## src/rtl/pnp_pkg.sv

```systemverilog
package pnp_pkg;

  typedef enum logic [1:0] {
    ST_WFK   = 2'd0,
    ST_SLEEP = 2'd1,
    ST_ISO   = 2'd2,
    ST_CFG   = 2'd3
  } card_st_e;

  localparam logic [7:0] IDX_RPORT = 8'h00;
  localparam logic [7:0] IDX_ISO   = 8'h01;
  localparam logic [7:0] IDX_CTL   = 8'h02;
  localparam logic [7:0] IDX_WAKE  = 8'h03;
  localparam logic [7:0] IDX_RSRC  = 8'h04;
  localparam logic [7:0] IDX_STAT  = 8'h05;
  localparam logic [7:0] IDX_CSN   = 8'h06;
  localparam logic [7:0] IDX_LDN   = 8'h07;

endpackage

```

## src/rtl/pnp_cmd_decode.sv

```systemverilog
module pnp_cmd_decode
  import pnp_pkg::*;
(
  input  logic       clk,
  input  logic       rst,
  input  logic       in_wfk,
  input  logic       idx_we,
  input  logic       wr_we,
  input  logic [7:0] din,
  output logic [7:0] idx_q,
  output logic       wake_wr,
  output logic       csn_wr,
  output logic       ldn_wr,
  output logic [2:0] cfg_q,
  output logic [9:0] rport_q
);

  logic wr_ok;
  assign wr_ok   = wr_we && !in_wfk;
  assign wake_wr = wr_ok && (idx_q == IDX_WAKE);
  assign csn_wr  = wr_ok && (idx_q == IDX_CSN);
  assign ldn_wr  = wr_ok && (idx_q == IDX_LDN);

  always_ff @(posedge clk) begin
    if (rst) begin
      idx_q   <= '0;
      cfg_q   <= '0;
      rport_q <= '0;
    end else begin
      if (idx_we && !in_wfk) idx_q <= din;
      // control bits live for one cycle only
      cfg_q <= (wr_ok && idx_q == IDX_CTL) ? din[2:0] : 3'b000;
      if (wr_ok && idx_q == IDX_RPORT) rport_q <= {din, 2'b00};
    end
  end

endmodule

```

## src/rtl/pnp_card_state.sv

```systemverilog
module pnp_card_state
  import pnp_pkg::*;
#(
  parameter int NUM_LDN = 1
) (
  input  logic       clk,
  input  logic       rst,
  input  logic       key_seen,
  input  logic       wake_wr,
  input  logic       csn_wr,
  input  logic       ldn_wr,
  input  logic [2:0] cfg_q,
  input  logic [7:0] din,
  output card_st_e   st_q,
  output logic [7:0] csn_q,
  output logic [7:0] ldn_q,
  output logic       wake_hit
);

  logic csn_eq;
  assign csn_eq   = (din == csn_q);
  assign wake_hit = wake_wr && csn_eq;

  always_ff @(posedge clk) begin
    if (rst) begin
      st_q <= ST_WFK;
    end else if (cfg_q[1]) begin
      st_q <= ST_WFK;
    end else begin
      unique case (st_q)
        ST_WFK:   if (key_seen) st_q <= ST_SLEEP;
        ST_SLEEP: if (wake_hit) st_q <= (din == 8'h00) ? ST_ISO : ST_CFG;
        ST_ISO: begin
          if (wake_wr && !csn_eq) st_q <= ST_SLEEP;
          else if (csn_wr)        st_q <= ST_CFG;
        end
        ST_CFG:   if (wake_wr && !csn_eq) st_q <= ST_SLEEP;
        default:  st_q <= ST_WFK;
      endcase
    end
  end

  always_ff @(posedge clk) begin
    if (rst)                                      csn_q <= '0;
    else if (cfg_q[2])                            csn_q <= '0;
    else if (csn_wr && (st_q == ST_ISO || st_q == ST_CFG)) csn_q <= din;
  end

  generate
    if (NUM_LDN > 1) begin : g_multi_ldn
      localparam logic [7:0] LDN_LIM = 8'(NUM_LDN);
      always_ff @(posedge clk) begin
        if (rst) ldn_q <= '0;
        else if (ldn_wr && st_q == ST_CFG && din < LDN_LIM) ldn_q <= din;
      end
    end else begin : g_single_ldn
      assign ldn_q = 8'h00;
    end
  endgenerate

endmodule

```

## src/rtl/pnp_rsrc_stream.sv

```systemverilog
module pnp_rsrc_stream #(
  parameter int ROM_DEPTH = 16,
  parameter int RSTEP     = 37,
  parameter int ROFS      = 5
) (
  input  logic       clk,
  input  logic       rst,
  input  logic       consume,
  input  logic       rewind,
  output logic [7:0] byte_q,
  output logic       ready_q
);

  localparam int PTR_W = (ROM_DEPTH > 1) ? $clog2(ROM_DEPTH) : 1;
  localparam logic [PTR_W-1:0] PTR_LAST = PTR_W'(ROM_DEPTH - 1);

  logic [7:0]       rom_mem [ROM_DEPTH];
  logic [PTR_W-1:0] ptr_q;

  initial begin
    for (int i = 0; i < ROM_DEPTH; i++) rom_mem[i] = 8'((i * RSTEP + ROFS) % 256);
  end

  // synchronous read port, block-RAM friendly
  always_ff @(posedge clk) begin
    byte_q <= rom_mem[ptr_q];
  end

  always_ff @(posedge clk) begin
    if (rst) begin
      ptr_q   <= '0;
      ready_q <= 1'b0;
    end else if (rewind) begin
      ptr_q   <= '0;
      ready_q <= 1'b0;
    end else if (consume) begin
      ptr_q   <= (ptr_q == PTR_LAST) ? '0 : ptr_q + 1'b1;
      ready_q <= 1'b0;
    end else begin
      ready_q <= 1'b1;
    end
  end

endmodule

```

## src/rtl/pnp_card_ctl.sv

```systemverilog
module pnp_card_ctl
  import pnp_pkg::*;
#(
  parameter int NUM_LDN   = 1,
  parameter int ROM_DEPTH = 16,
  parameter int RSTEP     = 37,
  parameter int ROFS      = 5
) (
  input  logic       clk,
  input  logic       rst,
  input  logic       key_seen,
  input  logic       idx_we,
  input  logic       wr_we,
  input  logic       rd_re,
  input  logic [7:0] host_din,
  output logic [7:0] rd_data,
  output logic [1:0] card_state,
  output logic [7:0] csn,
  output logic [7:0] ldn_sel,
  output logic [9:0] rd_port_addr,
  output logic       ld_reset,
  output logic       iso_bit_req
);

  card_st_e   st_q;
  logic [7:0] idx_q;
  logic       wake_wr, csn_wr, ldn_wr, wake_hit;
  logic [2:0] cfg_q;
  logic [7:0] rom_byte;
  logic       rsrc_ready;
  logic       consume;

  pnp_cmd_decode u_dec (
    .clk     (clk),
    .rst     (rst),
    .in_wfk  (st_q == ST_WFK),
    .idx_we  (idx_we),
    .wr_we   (wr_we),
    .din     (host_din),
    .idx_q   (idx_q),
    .wake_wr (wake_wr),
    .csn_wr  (csn_wr),
    .ldn_wr  (ldn_wr),
    .cfg_q   (cfg_q),
    .rport_q (rd_port_addr)
  );

  pnp_card_state #(.NUM_LDN(NUM_LDN)) u_st (
    .clk      (clk),
    .rst      (rst),
    .key_seen (key_seen),
    .wake_wr  (wake_wr),
    .csn_wr   (csn_wr),
    .ldn_wr   (ldn_wr),
    .cfg_q    (cfg_q),
    .din      (host_din),
    .st_q     (st_q),
    .csn_q    (csn),
    .ldn_q    (ldn_sel),
    .wake_hit (wake_hit)
  );

  assign consume = rd_re && (idx_q == IDX_RSRC) && (st_q == ST_CFG) && rsrc_ready;

  pnp_rsrc_stream #(.ROM_DEPTH(ROM_DEPTH), .RSTEP(RSTEP), .ROFS(ROFS)) u_rsrc (
    .clk     (clk),
    .rst     (rst),
    .consume (consume),
    .rewind  (wake_hit),
    .byte_q  (rom_byte),
    .ready_q (rsrc_ready)
  );

  assign card_state = st_q;
  assign ld_reset   = cfg_q[0];

  always_ff @(posedge clk) begin
    if (rst) begin
      rd_data     <= '0;
      iso_bit_req <= 1'b0;
    end else begin
      iso_bit_req <= rd_re && (idx_q == IDX_ISO) && (st_q == ST_ISO);
      if (rd_re) begin
        if (st_q == ST_WFK) begin
          rd_data <= '0;
        end else begin
          unique case (idx_q)
            IDX_RSRC: rd_data <= consume ? rom_byte : 8'h00;
            IDX_STAT: rd_data <= (st_q == ST_CFG) ? {7'b0, rsrc_ready} : 8'h00;
            IDX_CSN:  rd_data <= csn;
            IDX_LDN:  rd_data <= ldn_sel;
            default:  rd_data <= 8'h00;
          endcase
        end
      end
    end
  end

endmodule

```

## config.mk

```make
export PLATFORM = sky130hd
export DESIGN_NAME = pnp_card_ctl
export DESIGN_NICKNAME = d
export VERILOG_FILES = /design/src/rtl/pnp_pkg.sv /design/src/rtl/pnp_cmd_decode.sv /design/src/rtl/pnp_card_state.sv /design/src/rtl/pnp_rsrc_stream.sv /design/src/rtl/pnp_card_ctl.sv
export SDC_FILE = /design/constraint.sdc
export NUM_CORES = 1
export LEC_CHECK = 0
export ABC_AREA = 1
export BUFFER_PORTS_ARGS = -buffer_cell sky130_fd_sc_hd__buf_2
export CORE_MARGIN = 4
export CORE_UTILIZATION = 25
export CTS_BUF_LIST = sky130_fd_sc_hd__clkbuf_8
export DETAILED_ROUTE_END_ITERATION = 16
export PLACE_DENSITY = 0.46
export RECOVER_POWER = 25
export SLEW_MARGIN = 20
export SYNTH_ARGS = -nofsm -noshare
export SYNTH_HDL_FRONTEND = slang
export SYNTH_SLANG_ARGS = --single-unit
```

## constraint.sdc

```tcl
create_clock -name clk -period 1.7 [get_ports clk]
set_input_delay 0.17 -clock clk [delete_from_list [all_inputs] [get_ports clk]]
set_output_delay 0.17 -clock clk [all_outputs]
set_load 0.02 [all_outputs]
```

# Yosys cells after proc, flatten, opt, wreduce, memory -nomap -nowiden
# Memory sizes are Yosys's and may differ from the RTL's. A register that Yosys moved wholly into a read port is not among the register bits.
# Cells that the tools add are included.
word_totals:
  memories: 1
  in_bits: 14
  elab_cells: 65
  rom_bits: 128
  register_bits: 43
  out_inout_bits: 38
mem_list:
  columns: ["memory", "depth", "width", "rd", "rd_ports_with_merged_regs", "write_ports", "line", "rtl"]
  rows:
  - ["u_rsrc.rom_mem", 16, 8, 1, 1, 0, "pnp_rsrc_stream.sv:17", "logic [7:0] rom_mem [ROM_DEPTH];"]
classes:
  mux: 13
  n_reduce_logical: 25
  n_bitwise: 1
  n_eq_ne: 15
  add_sub_neg: 1
ops:
  columns: ["cell", "n"]
  rows:
  - ["8-bit by 3-bit == test with 1-bit output (second input constant)", 3]
  - ["8-bit one-hot mux with 3 select lines", 1]
  - ["8-bit by 2-bit == test with 1-bit output (second input constant)", 2]
  - ["8-bit zero test", 2]
  - ["8-bit 2-to-1 mux", 2]
  - ["1-bit logical AND", 14]
  - ["2-bit 2-to-1 mux", 5]
  - ["8-bit by 1-bit == test with 1-bit output (second input constant)", 1]
  - ["8-bit == test", 1]
  - ["2-bit one-hot mux with 4 select lines", 1]
  - ["2-bit OR reduction", 4]
  - ["4-bit by 1-bit adder with 4-bit output (second input constant)", 1]
  - ["2-bit == test (second input constant)", 2]
  - ["4-bit == test (second input constant)", 1]
  - ["4-bit 2-to-1 mux", 1]
  - ["2-bit by 1-bit inequality test with 1-bit output (second input constant)", 2]
  - ["4-bit AND reduction", 1]
  - ["1-bit 2-to-1 mux", 3]
  - ["3-bit by 1-bit inequality test with 1-bit output (second input constant)", 1]
  - ["2-bit by 1-bit == test with 1-bit output (second input constant)", 1]
  - ["1-bit zero test", 2]
  - ["2-bit zero test", 1]
  - ["2-bit inequality test (second input constant)", 1]
  - ["1-bit logical OR", 1]
  - ["1-bit NOT", 1]

# Depth between registers and ports, before layout
depth:
  ltp_word: 7
  depth_mapped: 13
  depth_no_buf: 13

# Modules after synthesis
# A second synthesis with hierarchy kept.
hier_totals:
  cells_unflattened: 405
  area_unflattened_um2: 2915.3
by_module_without_submodules:
  columns: ["module", "area_per_inst_um2", "seq_area_each_um2", "cells_each", "n_inst"]
  rows:
  - ["pnp_cmd_decode", 848.3, 380.4, 110, 1]
  - ["pnp_card_state", 735.7, 200.2, 113, 1]
  - ["pnp_card_ctl", 725.7, 180.2, 109, 1]
  - ["pnp_rsrc_stream", 605.6, 260.2, 73, 1]

# Worst setup path after synthesis
# No wires, ideal clock.
synth_timing:
  kind: "reg2reg"
  start: "register u_st.st_q[0]"
  end: "register u_st.st_q[1]"
  synth_period_minus_slack_ns: 1.723
  setup_time_ns: 0.114
  arrival_ns: 1.610
  required_ns: 1.586
  stages_incl_launch_ff: 12
  n_path_buf: 0
  slack_ns: -0.023
  path_cell_list: "dfxtp_1 -> inv_1 -> ha_1 -> inv_2 -> nand2_1 -> nand3b_2 -> nor2_1 -> nand2_1 -> nand2_1 -> nand3_2 -> a21oi_1 -> nor2_1"
synth_via:
  elab_chain_cells: 7
  elab_cells_between_ends: 17
  classes_between: "eq/ne: 7; mux: 2; reduce/logical: 8"
synth_rtl:
  columns: ["item", "line", "rtl"]
  rows:
  - ["start, declared", "pnp_card_state.sv:14", "output card_st_e st_q,"]
  - ["start signal, assigned", "pnp_card_state.sv:32", "ST_SLEEP: if (wake_hit) st_q <= (din == 8'h00) ? ST_ISO : ST_CFG;"]
  - ["2-bit zero test", "pnp_card_state.sv:30, pnp_card_ctl.sv:36", null]
  - ["1-bit zero test", "pnp_cmd_decode.sv:19", "assign wr_ok = wr_we && !in_wfk;"]
  - ["1-bit logical AND", "pnp_cmd_decode.sv:19", null]
  - ["1-bit logical AND", "pnp_cmd_decode.sv:20", "assign wake_wr = wr_ok && (idx_q == IDX_WAKE);"]
  - ["1-bit logical AND (on tied branches)", "pnp_card_state.sv:34, pnp_card_state.sv:37, pnp_card_state.sv:22", null]
  - ["3-bit by 1-bit inequality test with 1-bit output (no line), or another cell as far along", null, null]
  - ["4-bit AND reduction (no line) / 2-bit one-hot mux with 4 select lines (equally long branches)", null, null]
# Several ways; a longest one is shown, not always the timed one.
# A chain may end at the register's enable or synchronous reset.

# Worst setup path in the final report
# Same ends and word-level chain as after synthesis.

==> metrics.cfg <==
[sta]
hold_viol_final=0
fmax_mhz=618
rsz0062_at_grt=yes
hold_slack_ns=0.137
fin_crit_ns=1.62
fin_crit_sh_pct=95.3
finalSetupViolCount=0
finClkSkew_ns=0.0137
report.final.slew_viol_count=0
finalSetupTns_ns=0

[critical_path]
r2r-end=u_st.st_q[1]
critPathRequiredTime_ns=1.91
rrSetupSlack_ns=0.08
reg2reg_from=u_st.st_q[0]
critPathArrivalTime_ns=1.83
worstSetupEndpointType=flop
critPathLaunchType=flop
path_class=reg -> reg
worstPathMaxFanout=4
worst-r2r-cell-count=11

[drt]
dr.pass1.iters=4
drt_iter0_markers=84
vias=2241
ant_nets=0
viasPerCell=4.32
top_layer=met4
drcViolationCount=0
post_drt_wl_per_cell_um=12.9
met2_length_um=3210
wl_met3_um=263
drt-total-wl_um=6700
wl_met1_um=3130

[synth]
synth_top_family_by_area=simple AND/OR/NAND/NOR gates
ys.flop_type=dfxtp_1
synthAdderAreaFrac_pct=5.56
ys_types=32
seq_area_frac_synth_pct=41.3
synthSimpleGateAreaFrac_pct=23.2
yosysTopAreaCellShare_pct=41.3
synth_area_leaders=dfxtp_1, nand2_1, a21oi_1, ha_1, o21ai_1
synth-edff-count=0
synth_seq_cells=51
synth_area_um2=2470
syn-instance-count=334
ys_async_sr_fraction_pct=0
synth-compound-area-share_pct=18.2
synth_mux_area_share_pct=0
yosysTopAreaCell=dfxtp_1
synthXorXnorAreaFrac_pct=1.06
ys_warn_count=0
synth_area_per_cell_um2=7.41

[die]
start_util_pct=25.6
ios=52
rows=36
dieWidth_um=107
die_h_um=107
die_area_um2=11600
core_area_um2=9680

[run]
cap_violations=0

[global_routing]
grt_usage_pct=11.9
overflow=0
grt_max_degree=18
grt_pass1_vias=2126
grt_pass1_wl_um=10800
antenna_found_initial=0

[finish]
multi_input_area_um2=1260
layout.area.seq_um2=1030
fin_nets=410
areaGrowthSynthToFinish_pct=20.1
layout-drive-gt1-share_pct=21.5
final_cell_count_no_fill=519
diodes=0
nFillCells=1074

[min_path]
min_path_cells=3
min-delay-start=rd_re
hp-class=in -> reg
holdPathEnd=iso_bit_req

[clock_network]
cts_sinks=51
cts_tree=built
cts-root-buf=clkbuf_8
path_clk_slew_ns=0.10
cts_buffer_depth=2
clk_latency_ns=0.31
numCtsBuffers=5
ctsHtreeMaxLevel=2

[power_and_ir_drop]
finalPower_uw=3200
p_per_area_nw_per_um2=1080
p_clk_share_pct=24.3
intPower_uw=2000
p_sw_uw=1200
p_seq_share_pct=43.9
p_leak_uw=0.00124
power.share.switching_pct=37.6
power_frac_comb_pct=31.8
irDropWorstVdd_uv=370

[placed_design]
hpwl_um=5180
dpl.cell_count=506
globalplace.congestion=0.822
port_buffers=41

[outcome]
status=complete, no violations

[cells in the final DEF, fill, tap and decap left out, types with 3 or more instances in the layout]
cell      instances
clkbuf_8          6
a21oi_1          39
buf_4            11
nand2_1          63
o21ai_1          24
nand4_1           4
dfxtp_1          48
nand2_2           5
nor2_4            3
o21ai_0          18
ha_1             11
nand3_1          13
buf_2            24
nor2_2            3
xnor2_1           3
conb_1           10
nor2_1           22
inv_2            16
inv_1            23
clkbuf_1         18
[power groups by stage]
stage / clock network (uW) / logic (uW) / registers, uW
after floorplan: 0 / 610 / 1500
after global placement: 0 / 941 / 1420
after detailed placement: 0 / 946 / 1430
after CTS: 813 / 981 / 1400
after global routing: 855 / 1150 / 1420
final: 777 / 1020 / 1410
[through the flow]
step	setup slack (ns)	instance area, um^2	util (%)
after global placement	0.0850	2820	29.2
after floorplan	0.000254	2510	-
after CTS	0.0132	2950	30.4
after global routing	-0.0596	2970	30.7
after detailed placement	-0.0397	2820	29.2
final	0.0806	2970	30.7
[kinds of logic (layout without fill, tap and decap cells)]
logic type,Yosys count,count (layout)
AOI/OAI and AO/OA,86,86
xor gates and xnor gates,3,3
adders and majority gates,11,11
buffers and inverters,58,101
DFF,51,51
other,1,10
and+or+nand+nor,124,124
[cell type report]
type / instances / share of cell area [%]
multi-input cells: 234 / 42.3
flip-flops and latches: 51 / 34.6
repair buffers: 53 / 9.09
well taps: 133 / 5.60
inverters: 40 / 5.13
clock buffers: 6 / 2.78
clock inverters: 2 / 0.547
[cell usage after synthesis, drive strengths merged (3+ instances only)]
| cell | number |
|---|---|
| a21oi | 39 |
| dfxtp | 51 |
| clkbuf | 6 |
| nand3 | 15 |
| nand4 | 4 |
| o21ai | 42 |
| nor3 | 3 |
| nor2 | 28 |
| nand2 | 69 |
| buf | 12 |
| ha | 11 |
| xnor2 | 3 |
| inv | 40 |
[worst max-delay path, cell delays in order (launching register included)]
cell      delay, ns
dfxtp_4        0.38
inv_2          0.05
ha_1           0.20
inv_2          0.06
nand2_2        0.07
nand3b_4       0.19
nor2_2         0.10
nand2_1        0.08
nand2_1        0.08
nand3_2        0.11
a21oi_1        0.14
nor2_1         0.07
[flip-flops by register name, indices dropped and copies added (netlist names)]
name and cells:
u_dec.cfg_q 3, rd_data 8, u_st.st_q 2, u_rsrc.ptr_q 4, u_dec.rport_q 8, u_dec.idx_q 8, iso_bit_req 1, u_st.csn_q 8
u_rsrc.ready_q 1, u_rsrc.byte_q 8
[timing repair]
action,in CTS,in global routing
pin swaps,0,4
setup endpoints to repair,14,16
resized for setup,4,7
hold buffers,0,0
cloned,0,0
buffers inserted,0,5
[how the worst max path moves through the flow]
stage	startpoint	to	depth (start not counted)	slack, ns
finish	u_st.st_q[0]	u_st.st_q[1]	11	0.08
global route	u_st.st_q[1]	u_st.st_q[1]	13	-0.06
floorplan	u_st.st_q[1]	u_st.st_q[1]	11	0.0003
CTS	u_st.st_q[0]	u_st.st_q[1]	13	0.01
detailed placement	u_st.st_q[1]	u_st.st_q[1]	12	-0.04
global placement	u_st.st_q[1]	u_st.st_q[1]	11	0.08
[layer usage]
layer  vias to the layer above  global-route usage [%]
met4                         0                    4.24
li1                       1174                       -
met3                         7                    2.40
met1                      1023                    15.2
met5                         -                       0
met2                        37                    19.9
(Power assumes the default switching activity.)
